File: src/rtl/spk_pkg.sv
package spk_pkg;
   function automatic int spk_max(input int a, input int b);
      return (a > b) ? a : b;
   endfunction

   function automatic int spk_cnt_w(input int n);
      return (n < 2) ? 1 : $clog2(n);
   endfunction
endpackage

File: src/rtl/spk_holdoff.sv
module spk_holdoff #(
   parameter int HOLDOFF_LEN = 23040
) (
   input  logic clk,
   input  logic rst,
   input  logic valid_in,
   output logic armed
);
   localparam int CW = spk_pkg::spk_cnt_w(HOLDOFF_LEN);
   localparam logic [CW-1:0] LAST = CW'(HOLDOFF_LEN - 1);

   logic [CW-1:0] cnt_q;
   logic          armed_q;

   if (HOLDOFF_LEN < 1) begin : g_bad_len
      $error("spk_holdoff: HOLDOFF_LEN must be at least 1");
   end

   always_ff @(posedge clk) begin
      if (rst) begin
         cnt_q   <= '0;
         armed_q <= 1'b0;
      end else if (valid_in && !armed_q) begin
         if (cnt_q == LAST) begin
            armed_q <= 1'b1;
         end else begin
            cnt_q <= cnt_q + CW'(1);
         end
      end
   end

   assign armed = armed_q;


   armed_sticky_chk: assert property (@(posedge clk) disable iff (rst)
      armed |=> armed);


   idle_count_frozen_chk: assert property (@(posedge clk) disable iff (rst)
      !valid_in |=> $stable(cnt_q));
endmodule

File: src/rtl/spk_thresh_cmp.sv
module spk_thresh_cmp #(
   parameter int METRIC_W   = 24,
   parameter int ENERGY_W   = 24,
   parameter int SCALE_W    = 8,
   parameter int SCALE_FRAC = 4
) (
   input  logic [METRIC_W-1:0] corr_in,
   input  logic [ENERGY_W-1:0] energy_in,
   input  logic [SCALE_W-1:0]  thr_scale_in,
   output logic                above
);
   localparam int PROD_W = ENERGY_W + SCALE_W;
   localparam int LHS_W  = METRIC_W + SCALE_FRAC;
   localparam int CMP_W  = spk_pkg::spk_max(PROD_W, LHS_W);

   logic [PROD_W-1:0] prod;
   logic [CMP_W-1:0]  lhs;
   logic [CMP_W-1:0]  rhs;

   if (SCALE_FRAC < 0 || SCALE_FRAC > SCALE_W) begin : g_bad_frac
      $error("spk_thresh_cmp: SCALE_FRAC out of range");
   end

   assign prod = PROD_W'(energy_in) * PROD_W'(thr_scale_in);
   assign rhs  = CMP_W'(prod);

   if (SCALE_FRAC == 0) begin : g_int_scale
      assign lhs = CMP_W'(corr_in);
   end else begin : g_frac_scale
      assign lhs = CMP_W'({corr_in, {SCALE_FRAC{1'b0}}});
   end

   assign above = (lhs > rhs);
endmodule

File: src/rtl/spk_window_tracker.sv
module spk_window_tracker #(
   parameter int METRIC_W = 24,
   parameter int WIN_LEN  = 5760,
   localparam int OFS_W   = spk_pkg::spk_cnt_w(WIN_LEN)
) (
   input  logic                clk,
   input  logic                rst,
   input  logic                valid_in,
   input  logic                armed,
   input  logic                above,
   input  logic [METRIC_W-1:0] corr_in,
   output logic                win_done,
   output logic                found,
   output logic [OFS_W-1:0]    offset_out
);
   localparam logic [OFS_W-1:0] LAST_IDX = OFS_W'(WIN_LEN - 1);

   logic [OFS_W-1:0]    idx_q;
   logic [METRIC_W-1:0] peak_q;
   logic [OFS_W-1:0]    best_q;
   logic                have_q;
   logic                done_q;
   logic                found_q;
   logic [OFS_W-1:0]    ofs_q;

   logic                take;
   logic                at_last;
   logic                beats;
   logic                nxt_have;
   logic [METRIC_W-1:0] nxt_peak;
   logic [OFS_W-1:0]    nxt_best;

   if (WIN_LEN < 2) begin : g_bad_win
      $error("spk_window_tracker: WIN_LEN must be at least 2");
   end

   if (WIN_LEN == (1 << OFS_W)) begin : g_pow2_win
      assign at_last = &idx_q;
   end else begin : g_any_win
      assign at_last = (idx_q == LAST_IDX);
   end

   assign take     = valid_in && armed;
   assign beats    = take && above && (!have_q || (corr_in > peak_q));
   assign nxt_have = have_q || beats;
   assign nxt_peak = beats ? corr_in : peak_q;
   assign nxt_best = beats ? idx_q : best_q;

   always_ff @(posedge clk) begin
      if (rst) begin
         idx_q   <= '0;
         peak_q  <= '0;
         best_q  <= '0;
         have_q  <= 1'b0;
         done_q  <= 1'b0;
         found_q <= 1'b0;
         ofs_q   <= '0;
      end else begin
         done_q <= 1'b0;
         if (take) begin
            if (at_last) begin
               done_q  <= 1'b1;
               found_q <= nxt_have;
               ofs_q   <= nxt_have ? nxt_best : '0;
               idx_q   <= '0;
               peak_q  <= '0;
               best_q  <= '0;
               have_q  <= 1'b0;
            end else begin
               idx_q  <= idx_q + OFS_W'(1);
               peak_q <= nxt_peak;
               best_q <= nxt_best;
               have_q <= nxt_have;
            end
         end
      end
   end

   assign win_done   = done_q;
   assign found      = found_q;
   assign offset_out = ofs_q;


   strobe_single_chk: assert property (@(posedge clk) disable iff (rst)
      win_done |=> !win_done);


   empty_zero_ofs_chk: assert property (@(posedge clk) disable iff (rst)
      !found |-> (offset_out == '0));


   ofs_in_window_chk: assert property (@(posedge clk) disable iff (rst)
      offset_out <= LAST_IDX);


   idle_state_frozen_chk: assert property (@(posedge clk) disable iff (rst)
      !valid_in |=> ($stable(idx_q) && $stable(peak_q) && $stable(have_q)));


   peak_monotonic_chk: assert property (@(posedge clk) disable iff (rst)
      (take && !at_last) |=> (peak_q >= $past(peak_q)));


   cleared_on_report_chk: assert property (@(posedge clk) disable iff (rst)
      win_done |-> (!have_q && (idx_q == '0) && (peak_q == '0)));
endmodule

File: src/rtl/sync_peak_search.sv
module sync_peak_search #(
   parameter int METRIC_W    = 24,
   parameter int ENERGY_W    = 24,
   parameter int SCALE_W     = 8,
   parameter int SCALE_FRAC  = 4,
   parameter int HOLDOFF_LEN = 23040,
   parameter int WIN_LEN     = 5760,
   localparam int OFS_W      = spk_pkg::spk_cnt_w(WIN_LEN)
) (
   input  logic                clk,
   input  logic                rst,
   input  logic                valid_in,
   input  logic [METRIC_W-1:0] corr_in,
   input  logic [ENERGY_W-1:0] energy_in,
   input  logic [SCALE_W-1:0]  thr_scale_in,
   output logic                search_active,
   output logic                win_done,
   output logic                found,
   output logic [OFS_W-1:0]    offset_out
);
   logic armed;
   logic above;

   if (METRIC_W < 1 || ENERGY_W < 1 || SCALE_W < 1) begin : g_bad_width
      $error("sync_peak_search: widths must be positive");
   end

   spk_holdoff #(
      .HOLDOFF_LEN(HOLDOFF_LEN)
   ) holdoff_i (
      .clk     (clk),
      .rst     (rst),
      .valid_in(valid_in),
      .armed   (armed)
   );

   spk_thresh_cmp #(
      .METRIC_W  (METRIC_W),
      .ENERGY_W  (ENERGY_W),
      .SCALE_W   (SCALE_W),
      .SCALE_FRAC(SCALE_FRAC)
   ) thresh_i (
      .corr_in     (corr_in),
      .energy_in   (energy_in),
      .thr_scale_in(thr_scale_in),
      .above       (above)
   );

   spk_window_tracker #(
      .METRIC_W(METRIC_W),
      .WIN_LEN (WIN_LEN)
   ) tracker_i (
      .clk       (clk),
      .rst       (rst),
      .valid_in  (valid_in),
      .armed     (armed),
      .above     (above),
      .corr_in   (corr_in),
      .win_done  (win_done),
      .found     (found),
      .offset_out(offset_out)
   );

   assign search_active = armed;


   report_needs_armed_chk: assert property (@(posedge clk) disable iff (rst)
      win_done |-> search_active);
endmodule

File: config.mk
export PLATFORM = sky130hd
export DESIGN_NAME = sync_peak_search
export DESIGN_NICKNAME = d
export VERILOG_FILES = /design/src/rtl/spk_pkg.sv /design/src/rtl/spk_holdoff.sv /design/src/rtl/spk_thresh_cmp.sv /design/src/rtl/spk_window_tracker.sv /design/src/rtl/sync_peak_search.sv
export SDC_FILE = /design/constraint.sdc
export NUM_CORES = 1
export LEC_CHECK = 0
export ABC_CLOCK_PERIOD_IN_PS = 8800
export BUFFER_PORTS_ARGS = -buffer_cell sky130_fd_sc_hd__buf_2
export CAP_MARGIN = 25
export CORE_ASPECT_RATIO = 1.1
export CORE_MARGIN = 2
export CORE_UTILIZATION = 25
export CTS_BUF_LIST = sky130_fd_sc_hd__clkbuf_2
export CTS_CLUSTER_DIAMETER = 80
export DETAILED_ROUTE_END_ITERATION = 10
export PLACE_DENSITY_LB_ADDON = 0.1
export SYNTH_ARGS = -nofsm -noshare
export SYNTH_HDL_FRONTEND = slang
export SYNTH_SLANG_ARGS = --single-unit
File: constraint.sdc
create_clock -name clk -period 8.8 [get_ports clk]
set_input_delay 1.32 -clock clk [delete_from_list [all_inputs] [get_ports clk]]
set_output_delay 1.32 -clock clk [all_outputs]
set_load 0.01 [all_outputs]
==> reports/metrics.yaml, run 1 <==
final_common_cell: "inv_1"
cp-start-kind: "input port"
dieHeight_um: 220
cts_tree: "built"
nets: 1589
worst_pin_slew_ns: 0.888
power_density_mw_per_mm2: 246
tns_ns: 0
path_class: "in -> reg"
cp-end-kind: "register"
synth_edf_count: 0
drive_above_1_share: 0.0823
drc: 0
postRouteWirelength_mm: 28.8
cts_max_level: 3
synth_area_per_cell_sq_um: 8.49
dpl.hpwl_mm: 22.9
cts_made_buffers: 9
drv_cap: 0
peakVddDrop_mv: 0.106
clk_latency_ns: 0.53
die_x_um: 200
pin_count: 75
drtIter0Drc: 321
ctsResizeCount: 0
syn_to_final_growth_pct: 9.77
final_cell_mix: "inv_1, and2_1, fa_1"
grt_overflow_total: 0
track_usage: 0.137
synthesis.area_sq_mm: 0.0106
seq_area_frac_synth: 0.155
hold_viol: 0
synthesis.nets: 1544
cts_root_buf: "clkbuf_2"
antenna_found_initial: 1
crit_arrival_ns: 8.44
fmax_mhz: 125
setup_viol: 0
num_rows: 79
dr.pass1.iters: 4
die-area_sq_mm: 0.0441
ys.flop_type: "dfxtp_1"
cp.required_ns: 9.22
power_uw: 2860
max_slew_margin: 0.407
detail-route-antenna-nets: 0
skew_ns: 0.0272
grt_pass1_wl_mm: 48.8
routedWlPerCell_um: 15.4
cts.clk_slew.worst_paths_ns: 0.22
maxSlewViolCount: 0
coreArea_sq_mm: 0.0421
via_count: 8282
period_needed_ns: 8.01
outcome: "finished clean"
synth_warnings: 0
grt_pass1_vias: 8986
min_period_over_period: 0.911
cts_setup_buffers: 0
leakage_uw: 0.00505
port-buffer-count: 74
cts_sinks: 82
drt-vias-per-instance: 4.43
rsz0062_at_grt: "false"
synth_area_leaders: "fa_1, dfxtp_1, ha_1"
synth_top_area_cell: "fa_1"
path_max_fanout: 87
hold_path.class: "reg -> reg"
syn_inst: 1251
synth_seq_cells: 82
synth_top_area_frac: 0.249
clock_path_buffers: 2
start_util: 0.252
synthDistinctLibCells: 59
place.gp.congestion: 0.750
synthArstFlopShare: 0
hold_buffers: 0
grt_max_degree: 88
-- where the power goes --
group          internal [uW]  switching (uW)
clock network           64.7             129
logic                    926            1370
registers                373            1.08
-- worst paths after layout --
| kind | from | end | slack [ns] | depth (start not counted) |
|---|---|---|---|---|
| max | thr_scale_in[7] | tracker_i.offset_out[1] | 0.79 | 28 |
| min | tracker_i.offset_out[10] | tracker_i.offset_out[10] | 0.46 | 2 |
| max reg2reg | tracker_i.peak_q[22] | tracker_i.offset_out[1] | 5.71 | 11 |
| min reg2reg | tracker_i.offset_out[10] | tracker_i.offset_out[10] | 0.46 | 2 |
-- cells in the mapped netlist, types with 7 or more instances --
cell and number:
inv_1 179, nor2_1 53, dfxtp_1 82, xnor2_1 20, ha_1 102, a21oi_1 93
nand3_1 56, nand2_1 114, xor2_1 28, and2_1 133, nor3_1 8, nand3b_1 37
clkbuf_1 36, o21ai_1 16, o21bai_1 8, o21ai_0 23, nand4_1 25, o211ai_1 7
fa_1 132, mux2i_1 14, a21o_1 12
-- metrics by stage --
stage               hold WS, ns  worst slack [ns]   util  cell area (sq um)  std cells
finish                    0.459             0.786  0.277              11700       1868
global route              0.486             0.322  0.277              11700       1868
CTS                       0.464             0.776  0.277              11600       1867
detailed placement        0.437             0.174  0.274              11500       1852
global placement          0.431             0.277  0.274              11500       1852
floorplan                 0.454             0.975      -              10600       1251
-- logic make-up after synthesis --
group,synth area share
adders and majority gates,0.369
and+or+nand+nor,0.235
AOI/OAI and AO/OA,0.103
buffers and inverters,0.0844
DFF,0.155
xor gates and xnor gates,0.0396
muxes,0.0143
-- critical path, cell delays in order --
cell	delay [ns]
buf_2	0.38
nand2_1	0.14
fa_1	0.53
fa_1	0.55
inv_1	0.06
fa_1	0.54
inv_1	0.06
fa_1	0.53
inv_1	0.04
ha_1	0.36
a21o_1	0.19
a21oi_1	0.17
a21oi_1	0.12
a31oi_2	0.32
o21ai_0	0.19
a21o_1	0.21
a21oi_1	0.16
xor2_1	0.09
ha_1	0.30
nand4_1	0.17
or4_1	0.58
o211ai_1	0.18
o211ai_1	0.14
a21oi_1	0.14
nor4b_4	0.26
buf_12	0.36
mux2i_1	0.23
o21ai_1	0.08
-- final cells by class --
cell class,count,area (sq um)
antenna,1,2.50
clock buffer,10,50.0
clock inverter,5,56.3
fill,4665,30500
inverter,179,672
multi-input combinational,942,8080
sequential,82,1640
tap,567,709
timing repair buffer,82,443
-- state kept, by name, indices dropped and copies added, names as in the netlist --
name and flops:
holdoff_i.armed 1, holdoff_i.cnt_q 15, tracker_i.best_q 13, tracker_i.found 1, tracker_i.have_q 1, tracker_i.idx_q 13, tracker_i.offset_out 13, tracker_i.peak_q 24
tracker_i.win_done 1
-- routing by layer --
| metal | wire (um) | up-vias | GRT usage |
|---|---|---|---|
| li1 | - | 4177 | - |
| met1 | 13800 | 4003 | 0.184 |
| met2 | 14100 | 86 | 0.244 |
| met3 | 531 | 16 | 0.0115 |
| met4 | 259 | 0 | 0.0232 |
| met5 | 0 | - | 0 |
Note: power is estimated with default switching activity, not from simulation.
==> run 2: changes to the inputs <==
--- a/config.mk
+++ b/config.mk
@@ -14,7 +14,6 @@
 export CTS_BUF_LIST = sky130_fd_sc_hd__clkbuf_2
 export CTS_CLUSTER_DIAMETER = 80
 export DETAILED_ROUTE_END_ITERATION = 10
-export PLACE_DENSITY_LB_ADDON = 0.1
 export SYNTH_ARGS = -nofsm -noshare
 export SYNTH_HDL_FRONTEND = slang
 export SYNTH_SLANG_ARGS = --single-unit
==> run 2 against run 1 <==
Against the previous run: sequential power about the same; cell count about the same; critical endpoint is now tracker_i.offset_out[4]; routed wire length shrank 7.6%; worst setup slack better by 0.025 ns; clock skew is 0.0019 ns higher; largest power group unchanged; flip-flop and latch count unchanged; clock power decreased by 13%; combinational power about the same.
==> reports/metrics.yaml, run 2 (synthesized netlist as in run 1, its figures left out) <==
cts_max_level: 3  # unchanged
dieHeight_um: 220  # unchanged
clock_path_buffers: 2  # unchanged
holdCritStartpoint: "tracker_i.offset_out[11]"
leakage_uw: 0.00503  # -0.36%
routedWlPerCell_um: 14.2  # -7.6%
clk_latency_ns: 0.54  # about the same
r2r_start: "tracker_i.peak_q[22]"
grt_overflow_total: 0  # unchanged
grt_pass1_wl_mm: 45.7  # -6.3%
tns_ns: 0  # unchanged
cts_root_buf: "clkbuf_2"
cts_made_buffers: 9  # unchanged
maxSlewViolCount: 0  # unchanged
die-area_sq_mm: 0.0441  # unchanged
syn_to_final_growth_pct: 9.46
coreArea_sq_mm: 0.0421  # unchanged
antenna_found_initial: 7  # +6
rsz0062_at_grt: "false"
power_density_mw_per_mm2: 242  # -1.6%
hold_buffers: 0  # unchanged
hold_viol: 0  # unchanged
postRouteWirelength_mm: 26.6  # -7.6%
outcome: "finished clean"
whs_endpoint: "tracker_i.offset_out[11]"
drtIter0Drc: 434  # +35%
drt-vias-per-instance: 4.62  # +4.1%
cts.clk_slew.worst_paths_ns: 0.21  # about the same
track_usage: 0.126  # -0.0114
place.gp.congestion: 0.813  # +8.3%
dpl.hpwl_mm: 21.2  # -7.5%
final_common_cell: "inv_1"
period_needed_ns: 7.99  # -0.0246 ns
worst_pin_slew_ns: 0.890  # +0.00265 ns
reg_top3: "tracker_i.peak_q x24, holdoff_i.cnt_q x15"
num_rows: 79  # unchanged
min_period_over_period: 0.908  # -0.00279
timing.critical_path.from: "thr_scale_in[3]"
start_util: 0.252  # unchanged
via_count: 8621  # +4.1%
crit_arrival_ns: 8.42  # -0.02 ns
port-buffer-count: 74  # unchanged
drv_cap: 0  # unchanged
path_max_fanout: 87  # unchanged
fmax_mhz: 125  # +0.31%
ctsResizeCount: 0  # unchanged
hold_ws_ns: 0.458  # -0.000873 ns
slowest_stage: "or4_1"
peakVddDrop_mv: 0.137  # +29%
cp-end-kind: "register"
grt_pass1_vias: 8776  # -2.3%
hold_path.class: "reg -> reg"
grt_max_degree: 88  # unchanged
hold_path_depth: 2  # unchanged
detail-route-antenna-nets: 0  # unchanged
cp-start-kind: "input port"
cts_tree: "built"
pin_count: 75  # unchanged
cpPeakStageDelay_ns: 0.58  # about the same
r2r_cells: 11  # unchanged
skew_ns: 0.0291  # +0.00190 ns
dr.pass1.iters: 5  # +1
nets: 1586  # -0.19%
cts_sinks: 82  # unchanged
cts_setup_buffers: 0  # unchanged
largest_reg_flops: 24  # unchanged
setup_viol: 0  # unchanged
max_slew_margin: 0.405  # -0.00177
die_x_um: 200  # unchanged
final_cell_mix: "inv_1, and2_1, fa_1"
path_class: "in -> reg"
top_register: "tracker_i.peak_q"
drive_above_1_share: 0.0810  # -0.00135
drc: 0  # unchanged
power_uw: 2810  # -1.9%
r2r-end: "tracker_i.offset_out[4]"
rrSetupSlack_ns: 5.72  # about the same
cp.required_ns: 9.24  # +0.02 ns
## run 2: cell count changes in the layout (fill, tap and decap cells not counted), sizes merged
cell | before | now
clkinv | 3 | 5
bufinv | 1 | 0
diode | 1 | 3
clkinvlp | 1 | 0
buf | 82 | 79
## run 2: power by group
group	switching [uW]	internal (uW)
sequential	1.18	373
clock	132	36.6
combinational	1350	915
## run 2: worst max path at each step
stage                                    endpoint  slack (ns)  depth (start not counted)
after floorplan               tracker_i.best_q[0]        0.97                         29
after global routing      tracker_i.offset_out[3]        0.31                         28
final                     tracker_i.offset_out[4]        0.81                         28
after global placement    tracker_i.offset_out[1]        0.42                         28
after detailed placement  tracker_i.offset_out[5]        0.31                         28
after CTS                 tracker_i.offset_out[1]        0.89                         28
## run 2: layout make-up
cell class / count / area (sq um)
well taps: 567 / 709
clock inverters: 5 / 32.5
clock buffers: 10 / 50.0
multi-input cells: 942 / 8080
inverters: 179 / 672
diodes: 3 / 7.51
flip-flops and latches: 82 / 1640
fillers: 4601 / 30500
repair buffers: 79 / 424
## run 2: per-layer routing
metal | vias to the layer above | share of wire | global-route usage
met1 | 4264 | 0.46 | 0.168
met2 | 145 | 0.49 | 0.220
met4 | 8 | 0.0082 | 0.0210
met5 | - | 0.0021 | 0
met3 | 26 | 0.040 | 0.0170
li1 | 4178 | - | -
## run 2: per-stage QoR
step           instances  setup WS (ns)  utilization  area [sq um]
5_1_grt             1867          0.314        0.276         11600
6_report            1867          0.811        0.276         11600
3_3_place_gp        1848          0.417        0.274         11500
4_1_cts             1864          0.890        0.276         11600
3_5_place_dp        1849          0.311        0.274         11500
2_1_floorplan       1251          0.975            -         10600
## run 2: worst max-delay path, delay by kind of cell
family / cells / cell delay [ns]
compound gates: 11 / 1.91
xor+xnor: 1 / 0.11
mux: 1 / 0.23
buf+inv: 5 / 0.88
fa+ha+maj: 6 / 2.74
simple gates: 4 / 1.16
==> run 3: changes to the inputs <==
--- a/config.mk
+++ b/config.mk
@@ -5,11 +5,12 @@
 export SDC_FILE = /design/constraint.sdc
 export NUM_CORES = 1
 export LEC_CHECK = 0
+export ABC_AREA = 1
 export ABC_CLOCK_PERIOD_IN_PS = 8800
 export BUFFER_PORTS_ARGS = -buffer_cell sky130_fd_sc_hd__buf_2
 export CAP_MARGIN = 25
 export CORE_ASPECT_RATIO = 1.1
-export CORE_MARGIN = 2
+export CORE_MARGIN = 4
 export CORE_UTILIZATION = 25
 export CTS_BUF_LIST = sky130_fd_sc_hd__clkbuf_2
 export CTS_CLUSTER_DIAMETER = 80
==> run 3 against run 2 <==
Against the previous run: highest routed layer unchanged; critical endpoint is now tracker_i.peak_q[5]; routed wire length is 7.1% higher; sequential share of layout area shrank 0.75 points; flip-flop and latch count unchanged; maximum frequency up 5.5%; non-clock buffer count down 3; combinational power up 3%; largest power group unchanged; clock power grew 19%; first-iteration DRC count up 12%.
==> reports/metrics.yaml, run 3 <==
place.gp.congestion: 0.827  # +1.7%
cp-start-kind: "input port"
peakVddDrop_mv: 0.136  # -0.58%
dieHeight_um: 231  # +4.9%
clk_latency_ns: 0.53  # about the same
start_util: 0.253  # +0.00124
grt_max_degree: 49  # -44%
drv_cap: 0  # unchanged
postRouteWirelength_mm: 28.5  # +7.1%
cts_tree: "built"
synth_edf_count: 0  # unchanged
drt-vias-per-instance: 4.37  # -5.4%
port-buffer-count: 74  # unchanged
pwr-share-comb: 0.802  # -0.005
yosys.area_share.simple: 0.248  # +0.0129
synth_xor_area_frac: 0.0194  # -0.0202
outcome: "finished clean"
hold_path.class: "reg -> reg"
cts_made_buffers: 9  # unchanged
grt_pass1_wl_mm: 49.3  # +7.8%
hold_ws_ns: 0.471  # +0.0125 ns
cp.required_ns: 9.25  # about the same
crit_arrival_ns: 8.03  # -0.39 ns
power_uw: 2910  # +3.5%
grt_overflow_total: 0  # unchanged
antenna_found_initial: 8  # +1
pin_count: 75  # unchanged
routedWlPerCell_um: 12.6  # -12%
drc: 0  # unchanged
synth_seq_cells: 82  # unchanged
skew_ns: 0.0219  # -0.00720 ns
cpPeakStageDelay_ns: 0.55  # -0.03 ns
top_register: "tracker_i.peak_q"
tns_ns: 0  # unchanged
path_class: "in -> reg"
synth_area_per_cell_sq_um: 6.87  # -19%
reg_top3: "tracker_i.peak_q x24, holdoff_i.cnt_q x15"
rsz0062_at_grt: "false"
hold_buffers: 0  # unchanged
synth_area_leaders: "fa_1, nand2_1, dfxtp_1"
dpl.hpwl_mm: 23.2  # +9.2%
setup_viol: 0  # unchanged
fmax_mhz: 132  # +5.5%
largest_reg_flops: 24  # unchanged
drive_above_1_share: 0.0758  # -0.00518
p_clk_frac: 0.069  # +0.009
synth_top_area_cell: "fa_1"
cts.clk_slew.worst_paths_ns: 0.23  # +0.02 ns
grt_pass1_vias: 10300  # +18%
ctsResizeCount: 0  # unchanged
synth_compound_area_frac: 0.0765  # -0.0260
leakage_uw: 0.00664  # +32%
p_seq_frac: 0.129  # -0.004
synth_top_cells_by_count: "nand2_1, inv_1, fa_1, ha_1, a21oi_1"
dr.pass1.iters: 5  # unchanged
synth_top_area_frac: 0.234  # -0.0150
synth_most_common_cell: "nand2_1"
p_switching_uw: 1570  # +5.6%
path_max_fanout: 24  # -72%
worst_pin_slew_ns: 0.989  # +0.0986 ns
slowest_stage: "fa_1"
final_common_cell: "nand2_1"
detail-route-antenna-nets: 0  # unchanged
seq_area_frac_synth: 0.145  # -0.00933
syn_to_final_growth_pct: 8.63
die-area_sq_mm: 0.0487  # +10%
num_rows: 81  # +2.5%
clock_path_buffers: 2  # unchanged
synthesis.area_sq_mm: 0.0113  # +6.4%
holdCritStartpoint: "tracker_i.found"
power_density_mw_per_mm2: 237  # -2.0%
synthArstFlopShare: 0  # unchanged
max_slew_margin: 0.341  # -0.0644
cts_root_buf: "clkbuf_2"
finish.utilization: 0.275  # -0.000759
r2r_cells: 15  # +4
maxSlewViolCount: 0  # unchanged
hold_path_depth: 2  # unchanged
final_cell_mix: "nand2_1, inv_1, fa_1"
die_x_um: 211  # +5.1%
coreArea_sq_mm: 0.0446  # +5.9%
via_count: 9893  # +15%
synth_mux_area_frac: 0  # -0.0143
hold_viol: 0  # unchanged
syn_inst: 1645  # +31%
min_period_over_period: 0.861  # -0.0471
synthAdderAreaFrac: 0.347  # -0.0223
p_int_uw: 1340  # +1.0%
cts_sinks: 82  # unchanged
r2r_start: "tracker_i.peak_q[19]"
cts_setup_buffers: 0  # unchanged
cp-end-kind: "register"
synthDistinctLibCells: 37  # -37%
ys.flop_type: "dfxtp_1"
period_needed_ns: 7.58  # -0.414 ns
crit_top_cell: "nand2_1"
swShare: 0.539  # +0.0111
synthesis.nets: 1938  # +26%
r2r-end: "tracker_i.peak_q[5]"
rrSetupSlack_ns: 5.66  # -0.06 ns
drtIter0Drc: 486  # +12%
track_usage: 0.121  # -0.00514
synth_top_family_by_area: "adder cells"
cts_max_level: 3  # unchanged
whs_endpoint: "tracker_i.found"
nets: 1964  # +24%
synth_warnings: 0  # unchanged
[run 3: cell types whose count changed after synthesis, sizes merged, moves of 13 or more]
cell / change
nand2: +351
inv: +240
and2: -133
nand3b: -36
nor2: +29
clkbuf: +16
nand3: +16
xor2: -15
mux2i: -14
a21oi: +13
[run 3: cell type report]
| type | count | area, sq um |
|---|---|---|
| clock inverter | 6 | 66.3 |
| antenna | 7 | 17.5 |
| sequential | 82 | 1640 |
| timing repair buffer | 76 | 385 |
| clock buffer | 10 | 50.0 |
| tap | 581 | 727 |
| inverter | 420 | 1580 |
| multi-input combinational | 1082 | 7810 |
| fill | 4880 | 32300 |
[run 3: metrics by stage]
stage,instance area [sq um],instances,setup slack [ns]
6_report,12300,2264,1.22
5_1_grt,12300,2260,0.631
4_1_cts,12300,2257,1.25
3_5_place_dp,12100,2241,0.691
3_3_place_gp,12100,2241,0.827
2_1_floorplan,11300,1645,1.94
[run 3: kinds of logic after synthesis]
group / Yosys count
AOI/OAI and AO/OA: 160
DFF: 82
buffers and inverters: 481
xor gates and xnor gates: 25
and+or+nand+nor: 663
adders and majority gates: 234
[run 3: worst max-delay path, delay by kind of cell]
kind / cells / cell delay [ns]
XOR/XNOR: 1 / 0.10
adder cells (fa/ha/maj): 6 / 2.80
buffers and inverters: 4 / 0.55
AO/OA/AOI/OAI: 3 / 0.58
AND/OR/NAND/NOR: 18 / 2.68
[run 3: worst max path at each step]
stage	start	to	slack, ns	cells after the start
6_report	thr_scale_in[7]	tracker_i.peak_q[5]	1.22	32
4_1_cts	thr_scale_in[7]	tracker_i.peak_q[5]	1.25	32
3_5_place_dp	thr_scale_in[7]	tracker_i.peak_q[0]	0.69	32
2_1_floorplan	thr_scale_in[7]	tracker_i.best_q[10]	1.94	34
3_3_place_gp	thr_scale_in[7]	tracker_i.peak_q[23]	0.83	32
5_1_grt	thr_scale_in[7]	tracker_i.peak_q[15]	0.63	32
[run 3: power groups by stage]
| stage | clock network, uW | logic [uW] | registers, uW |
|---|---|---|---|
| 5_1_grt | 224 | 2740 | 375 |
| 3_3_place_gp | 0 | 2310 | 381 |
| 3_5_place_dp | 0 | 2360 | 381 |
| 4_1_cts | 208 | 2370 | 374 |
| 6_report | 201 | 2330 | 374 |
| 2_1_floorplan | 0 | 1800 | 381 |
[run 3: layer usage]
metal	GRT usage	up-vias	part of all wire
met5	0	-	0.00046
li1	-	4949	-
met1	0.144	4744	0.43
met3	0.0144	47	0.031
met4	0.0365	2	0.023
met2	0.225	151	0.52
